--- src/rtl/dsc_pkg.sv ---
package dsc_pkg;
  // Strobes from the control to the code register; at most one is high.
  typedef struct packed {
    logic loadMid;
    logic stepInc;
    logic stepDec;
  } stepCmd_t;
endpackage

--- src/rtl/dsc_sync.sv ---
module dsc_sync #(
  parameter int CHANNELS = 2,
  parameter int STAGES = 2
) (
  input  logic                clk,
  input  logic                rstN,
  input  logic [CHANNELS-1:0] rawIn,
  output logic [CHANNELS-1:0] level,
  output logic [CHANNELS-1:0] rise
);
  localparam int LAST = STAGES - 1;

  for (genvar ch = 0; ch < CHANNELS; ch++) begin : gChan
    logic [STAGES-1:0] chain;
    logic prevQ;

    always_ff @(posedge clk or negedge rstN) begin
      if (!rstN) begin
        chain <= '0;
        prevQ <= 1'b0;
      end else begin
        chain <= {chain[STAGES-2:0], rawIn[ch]};
        prevQ <= chain[LAST];
      end
    end

    assign level[ch] = chain[LAST];
    assign rise[ch]  = chain[LAST] & ~prevQ;

    // a held input yields one detected edge only
    assert_rise_single_R9: assert property (@(posedge clk) disable iff (!rstN)
      rise[ch] |=> !rise[ch]);
  end
endmodule

--- src/rtl/dsc_control.sv ---
module dsc_control
  import dsc_pkg::*;
(
  input  logic     clk,
  input  logic     rstN,
  input  logic     upLevel,
  input  logic     dnLevel,
  input  logic     upRise,
  input  logic     dnRise,
  input  logic     polarityNeg,
  input  logic     shutdown,
  input  logic     underVolt,
  output stepCmd_t cmd
);
  logic chord;
  logic incReq;
  logic decReq;
  logic stepAllowed;

  always_comb begin
    chord       = upLevel & dnLevel;
    incReq      = polarityNeg ? upRise : dnRise;
    decReq      = polarityNeg ? dnRise : upRise;
    stepAllowed = ~underVolt & ~shutdown & ~chord;
    cmd.loadMid = underVolt | (~shutdown & chord);
    cmd.stepInc = stepAllowed & incReq & ~decReq;
    cmd.stepDec = stepAllowed & decReq & ~incReq;
  end

  // chord and stepping never act together
  assert_strobes_onehot_R5: assert property (@(posedge clk) disable iff (!rstN)
    $onehot0({cmd.loadMid, cmd.stepInc, cmd.stepDec}));

  // no strobe reaches the register during a freeze
  assert_freeze_quiet_R6: assert property (@(posedge clk) disable iff (!rstN)
    (shutdown && !underVolt) |-> !(cmd.loadMid || cmd.stepInc || cmd.stepDec));
endmodule

--- src/rtl/dsc_datapath.sv ---
module dsc_datapath
  import dsc_pkg::*;
#(
  parameter int CODE_W = 5
) (
  input  logic              clk,
  input  logic              rstN,
  input  stepCmd_t          cmd,
  output logic [CODE_W-1:0] code,
  output logic              atZero,
  output logic              atFull
);
  localparam logic [CODE_W-1:0] MID_CODE  = CODE_W'(1) << (CODE_W - 1);
  localparam logic [CODE_W-1:0] FULL_CODE = '1;
  localparam logic [CODE_W-1:0] ZERO_CODE = '0;

  logic [CODE_W-1:0] codeNext;

  always_comb begin
    codeNext = code;
    if (cmd.loadMid)
      codeNext = MID_CODE;
    else if (cmd.stepInc && code != FULL_CODE)
      codeNext = code + CODE_W'(1);
    else if (cmd.stepDec && code != ZERO_CODE)
      codeNext = code - CODE_W'(1);
  end

  always_ff @(posedge clk or negedge rstN) begin
    if (!rstN) code <= MID_CODE;
    else       code <= codeNext;
  end

  assign atZero = (code == ZERO_CODE);
  assign atFull = (code == FULL_CODE);

  // no jump across the ends of the range
  assert_no_wrap_R3: assert property (@(posedge clk) disable iff (!rstN)
    ($past(code) == FULL_CODE) |-> (code != ZERO_CODE));
  assert_no_underflow_R3: assert property (@(posedge clk) disable iff (!rstN)
    ($past(code) == ZERO_CODE) |-> (code != FULL_CODE));

  // any change is a single step or a return to mid-scale
  assert_unit_step_R1: assert property (@(posedge clk) disable iff (!rstN)
    (code != $past(code)) |-> (code == MID_CODE || code == $past(code) + CODE_W'(1)
                               || code == $past(code) - CODE_W'(1)));

  // the two end flags are never high together
  assert_flags_exclusive_R8: assert property (@(posedge clk) disable iff (!rstN)
    $onehot0({atZero, atFull}));
endmodule

--- src/rtl/dac_step_counter.sv ---
module dac_step_counter
  import dsc_pkg::*;
#(
  parameter int CODE_W = 5,
  parameter int SYNC_STAGES = 2
) (
  input  logic              clk,
  input  logic              rstN,
  input  logic              pushUp,
  input  logic              pushDn,
  input  logic              polarityNeg,
  input  logic              shutdown,
  input  logic              underVolt,
  output logic [CODE_W-1:0] code,
  output logic              atZero,
  output logic              atFull
);
  localparam logic [CODE_W-1:0] MID_CODE = CODE_W'(1) << (CODE_W - 1);

  logic [1:0] syncLevel;
  logic [1:0] syncRise;
  stepCmd_t   cmd;

  dsc_sync #(.CHANNELS(2), .STAGES(SYNC_STAGES)) uSync (
    .clk   (clk),
    .rstN  (rstN),
    .rawIn ({pushDn, pushUp}),
    .level (syncLevel),
    .rise  (syncRise)
  );

  dsc_control uControl (
    .clk         (clk),
    .rstN        (rstN),
    .upLevel     (syncLevel[0]),
    .dnLevel     (syncLevel[1]),
    .upRise      (syncRise[0]),
    .dnRise      (syncRise[1]),
    .polarityNeg (polarityNeg),
    .shutdown    (shutdown),
    .underVolt   (underVolt),
    .cmd         (cmd)
  );

  dsc_datapath #(.CODE_W(CODE_W)) uDatapath (
    .clk    (clk),
    .rstN   (rstN),
    .cmd    (cmd),
    .code   (code),
    .atZero (atZero),
    .atFull (atFull)
  );

  // undervoltage lands the code on mid-scale
  assert_uv_mid_R7: assert property (@(posedge clk) disable iff (!rstN)
    $past(underVolt) |-> (code == MID_CODE));

  // the code is frozen while shut down
  assert_shutdown_hold_R6: assert property (@(posedge clk) disable iff (!rstN)
    ($past(shutdown) && !$past(underVolt)) |-> $stable(code));

  // a chord outside shutdown lands on mid-scale
  assert_chord_mid_R4: assert property (@(posedge clk) disable iff (!rstN)
    ($past(syncLevel[0] && syncLevel[1]) && !$past(shutdown)) |-> (code == MID_CODE));
endmodule

--- config.mk ---
export PLATFORM = sky130hd
export DESIGN_NAME = dac_step_counter
export DESIGN_NICKNAME = d
export VERILOG_FILES = /design/src/rtl/dsc_pkg.sv /design/src/rtl/dsc_sync.sv /design/src/rtl/dsc_control.sv /design/src/rtl/dsc_datapath.sv /design/src/rtl/dac_step_counter.sv
export SDC_FILE = /design/constraint.sdc
export NUM_CORES = 1
export LEC_CHECK = 0
export BUFFER_PORTS_ARGS = -buffer_cell sky130_fd_sc_hd__buf_2
export CAP_MARGIN = 5
export CELL_PAD_IN_SITES_DETAIL_PLACEMENT = 1
export CELL_PAD_IN_SITES_GLOBAL_PLACEMENT = 1
export CORE_UTILIZATION = 38
export CTS_CLUSTER_DIAMETER = 100
export DETAILED_ROUTE_END_ITERATION = 8
export PLACE_DENSITY_LB_ADDON = 0.1
export SLEW_MARGIN = 20
export SYNTH_ARGS = -nofsm -noshare
export SYNTH_HDL_FRONTEND = slang
export SYNTH_SLANG_ARGS = --single-unit
--- constraint.sdc ---
create_clock -name clk -period 2.77 [get_ports clk]
set_input_delay 0.831 -clock clk [delete_from_list [all_inputs] [get_ports clk]]
set_output_delay 0.831 -clock clk [all_outputs]
set_load 0.02 [all_outputs]
**After elaboration in Yosys (flattened, before gate mapping)**

Index checks and enable logic that the tools add are counted.

- Eq/ne operators: 2
- Multiplexer cells: 5
- Bitwise operators: 18
- $add $sub $neg: 2
- Reduce and logical (&&, ||, !) cells: 5

Operators by type and width:

| cell | count |
|---|---|
| 5-bit 2-to-1 mux | 3 |
| 1-bit AND | 10 |
| 1-bit NOT | 7 |
| 5-bit by 1-bit adder with 5-bit output (second input constant) | 1 |
| 5-bit == test (second input constant) | 1 |
| 5-bit logical NOT | 1 |
| 5-bit inequality test (second input constant) | 1 |
| 5-bit nonzero test | 1 |
| 5-bit by 1-bit subtractor with 5-bit output (second input constant) | 1 |
| 3-bit nonzero test | 1 |
| 1-bit logical AND | 2 |
| 1-bit 2-to-1 mux | 2 |
| 1-bit OR | 1 |

- Flip-flop bits (word level): 11
- Word-level logic and storage cells: 37
- Input bits: 7

**Depth between registers and ports, before layout**

- Depth in word-level cells: 9
- Gate-level depth with buffers: 8
- Depth with buffers taken out: 8

**Hierarchy**

Synthesis repeated with hierarchy kept, for this count alone.

- Cells, all modules: 64
- Area, all modules: 696.9 sq um

Modules (own cells, without submodules):

| module | cells each | instances | area each (sq um) |
|---|---|---|---|
| dsc_datapath | 45 | 1 | 441.7 |
| dsc_sync | 10 | 1 | 192.7 |
| dsc_control | 9 | 1 | 62.6 |

**Least setup slack after synthesis**

OpenSTA, ideal clock, no wires.

- Path type: input port to flip-flop
- Start point: input port polarityNeg
- End point: register uDatapath.code[4]
- Buffers on the path: 0
- Arrival time: 2774 ps
- Setup slack: -79 ps
- Library setup time: 75 ps
- Cell stages on the path: 7
- Path through: or3_1 > a211o_1 > fa_1 > a21o_1 > a21oi_1 > mux2_2 > mux2i_1

- Cells in the longest elaborated chain, start to end: 6

Ends and longest elaborated chain:

| element | line | RTL |
|---|---|---|
| start, declared | dac_step_counter.sv:11 | `input logic polarityNeg,` |
| 1-bit 2-to-1 mux (on tied branches) | dsc_control.sv:22, dsc_control.sv:23 |  |
| 1-bit AND / 1-bit NOT (equally long branches) | dsc_control.sv:26 | `cmd.stepInc = stepAllowed & incReq & ~decReq;` |
| 1-bit AND | dsc_control.sv:26 |  |
| 1-bit logical AND | dsc_datapath.sv:23 | `else if (cmd.stepInc && code != FULL_CODE)` |
| 5-bit 2-to-1 mux | dsc_datapath.sv:23 |  |
| 5-bit 2-to-1 mux | dsc_datapath.sv:21 | `if (cmd.loadMid)` |
| end signal, assigned | dsc_datapath.sv:31 | `else code <= codeNext;` |
| end, declared | dsc_datapath.sv:9 | `output logic [CODE_W-1:0] code,` |

Parallel ways exist; a longest one is shown, timed or not.
A chain may end at the register's enable or synchronous reset.

**Worst setup path after layout**

Same ends and word-level chain as after synthesis.

==> flow_summary.ini <==
[placed_design]
placed_cell_area_um2 = 715.7
port-buffer-count = 13
place.gp.congestion = 0.7695
hpwl_um = 1016

[yosys]
yosysTopAreaCellShare = 0.4228
syn_area_um2 = 591.8
ys_ff_latch = 11
syn_nets = 65
synthArstFlopShare = 1.000
yosysMostFrequentCell = dfrtp_1
synthTopCellsByArea = dfrtp_1, mux2i_1, ha_1, dfstp_2, a211o_1
yosysTopAreaCell = dfrtp_1
postSynthCellCount = 54
synth_edf_count = 0
synth_area_per_cell_um2 = 10.96
seq_area_frac_synth = 0.4672
synth_commonest_cells = dfrtp_1, mux2i_1, nand2_1
ys.warnings.count = 0
ys.flop_type = dfrtp_1
synthDistinctLibCells = 21

[detailed_routing]
detail_route.drc_violations = 0
num_vias = 492
first_iter_violations = 1
via_per_inst = 5.407
ant_nets = 0
firstDrtPassIters = 3
drt-total-wl_um = 1259
wire_per_inst_um = 13.84

[cts]
cts.clk_slew.worst_paths_ns = 0.08
clk_latency_ns = 0.27
cts_tree = yes
htreeDepth = 1
cts_buffers = 3
hold_buffers = 0
cts.sinks = 11
post_cts_resized = 0
cts_root_buf = clkbuf_4
clockBufferDepth = 2
postCtsSetupBuffers = 0

[sta]
clock.fmax_mhz = 375.8
hold_viol_final = 0
skew_ns = 0.003630
fin_hold_ws_ns = 0.3482
slew_viol_final = 0
post-route-period-util = 0.9606
tightest_slew_ns = 0.4873
rsz0062_at_grt = no
period_minus_slack_ns = 2.661
tns_ns = 0
setup_viol = 0
max_slew_margin = 0.6736

[cells_and_area]
num-nets-final = 88
fin_util = 0.5440
drive_gt1_frac = 0.3421
syn_to_final_growth_pct = 25.58
n_fill_cell = 166
final_cell_area_um2 = 743.2
antenna_cells = 0

[worst_setup_path]
startpoint_type = input port
worstPathRequired_ns = 2.97
crit_type = input port to flop
cp-end-kind = flop
arrival_ns = 2.86
path_max_fanout = 4

[pwr]
powerDensity_nw_per_um2 = 502.0
p_leak_nw = 0.3904
ir_worst_vdd_uv = 292.3
total_power_mw = 0.3731

[global_route]
grt_use_total = 0.1686
overflow = 0
grt_pass1_vias = 498
antenna_found_initial = 0
grt_max_degree = 12
grt_pass1_wl_um = 2208

[job]
max-cap-violations = 0

[hold_path]
holdCritPathClass = flop to flop

[floorplanning]
dieArea_um2 = 1719
start_util = 0.4332
std_cell_rows = 13
io_pins = 14
coreArea_um2 = 1366
die_h_um = 41.47
fp.dieW_um = 41.47

[run_status]
status = finished clean
critical path, stage by stage:
cell     delay [ns]
buf_2          0.12
or3_1          0.39
a211o_1        0.33
fa_2           0.36
a21o_1         0.18
a21oi_1        0.15
mux2_2         0.36
mux2i_1        0.14
worst paths after layout:
| check | from | end | slack (ns) | cells past startpoint |
|---|---|---|---|---|
| max in group asynchronous | rstN | uDatapath.code[4]$_DFFE_PN1P_ | 2.09 | 1 |
| min | uSync.gChan[1].chain[0]$_DFF_PN0_ | uSync.gChan[1].chain[1]$_DFF_PN0_ | 0.35 | 0 |
| min in group asynchronous | rstN | uSync.gChan[1].chain[1]$_DFF_PN0_ | 0.41 | 1 |
| min reg2reg | uSync.gChan[1].chain[0]$_DFF_PN0_ | uSync.gChan[1].chain[1]$_DFF_PN0_ | 0.35 | 0 |
| max | polarityNeg | uDatapath.code[4]$_DFFE_PN1P_ | 0.11 | 8 |
| max reg2reg | uSync.gChan[1].prevQ$_DFF_PN0_ | uDatapath.code[4]$_DFFE_PN1P_ | 0.25 | 8 |
cells by family (layout without fill, tap and decap cells):
group,after synthesis,in the layout,share of synthesized area
AO/OA/AOI/OAI,11,11,0.1332
XOR/XNOR,2,2,0.02960
adder cells (fa/ha/maj),4,4,0.09726
buffers and inverters,2,24,0.01269
flip-flops,11,11,0.4672
multiplexers,6,6,0.1036
AND/OR/NAND/NOR,18,18,0.1565
sequential cells by signal, indices dropped and copies added (netlist names):
register,count
uDatapath.code,5
uSync.gChan.chain,4
uSync.gChan.prevQ,2
final cells by class:
cell class	count	area, um2	share of cell area
clock buffers	3	22.52	0.03030
repair buffers	18	102.6	0.1380
multi-input cells	41	310.3	0.4175
well taps	15	18.77	0.02525
flip-flops and latches	11	276.5	0.3721
clock inverters	1	5.005	0.006734
inverters	2	7.507	0.01010
metrics by stage:
stage,setup WS (ns),instances
2_1_floorplan,0.006506,54
3_3_place_gp,-0.1273,87
3_5_place_dp,-0.1697,87
4_1_cts,0.1119,91
5_1_grt,0.01290,91
6_report,0.1092,91
cells in the final DEF, fill, tap and decap left out, types with 2 or more instances in the layout:
cell | synthesis | routed
a211o_1 | 3 | 3
a21o_1 | 2 | 2
a21oi_1 | 4 | 4
buf_2 | 0 | 13
buf_4 | 0 | 5
clkbuf_4 | 0 | 3
dfrtp_1 | 10 | 10
ha_1 | 3 | 3
inv_1 | 2 | 2
mux2i_1 | 5 | 5
nand2_1 | 5 | 5
nand2b_1 | 2 | 2
nand3_1 | 3 | 3
nor2_1 | 2 | 2
nor2b_1 | 3 | 3
or3_1 | 2 | 2
routing by layer:
layer	vias to the layer above	GRT usage	part of all wire
met4	0	0.05806	0.0095
met2	13	0.2750	0.47
met3	2	0.05217	0.050
met5	-	0	0
met1	236	0.2099	0.47
li1	241	-	-
report_power, final:
group,switching [mW],leakage (nW),internal [mW]
combinational,0.0414,0.238,0.0387
sequential,0.0112,0.135,0.171
clock,0.0572,0.0177,0.0534
Note: power is estimated with default switching activity, not from simulation.
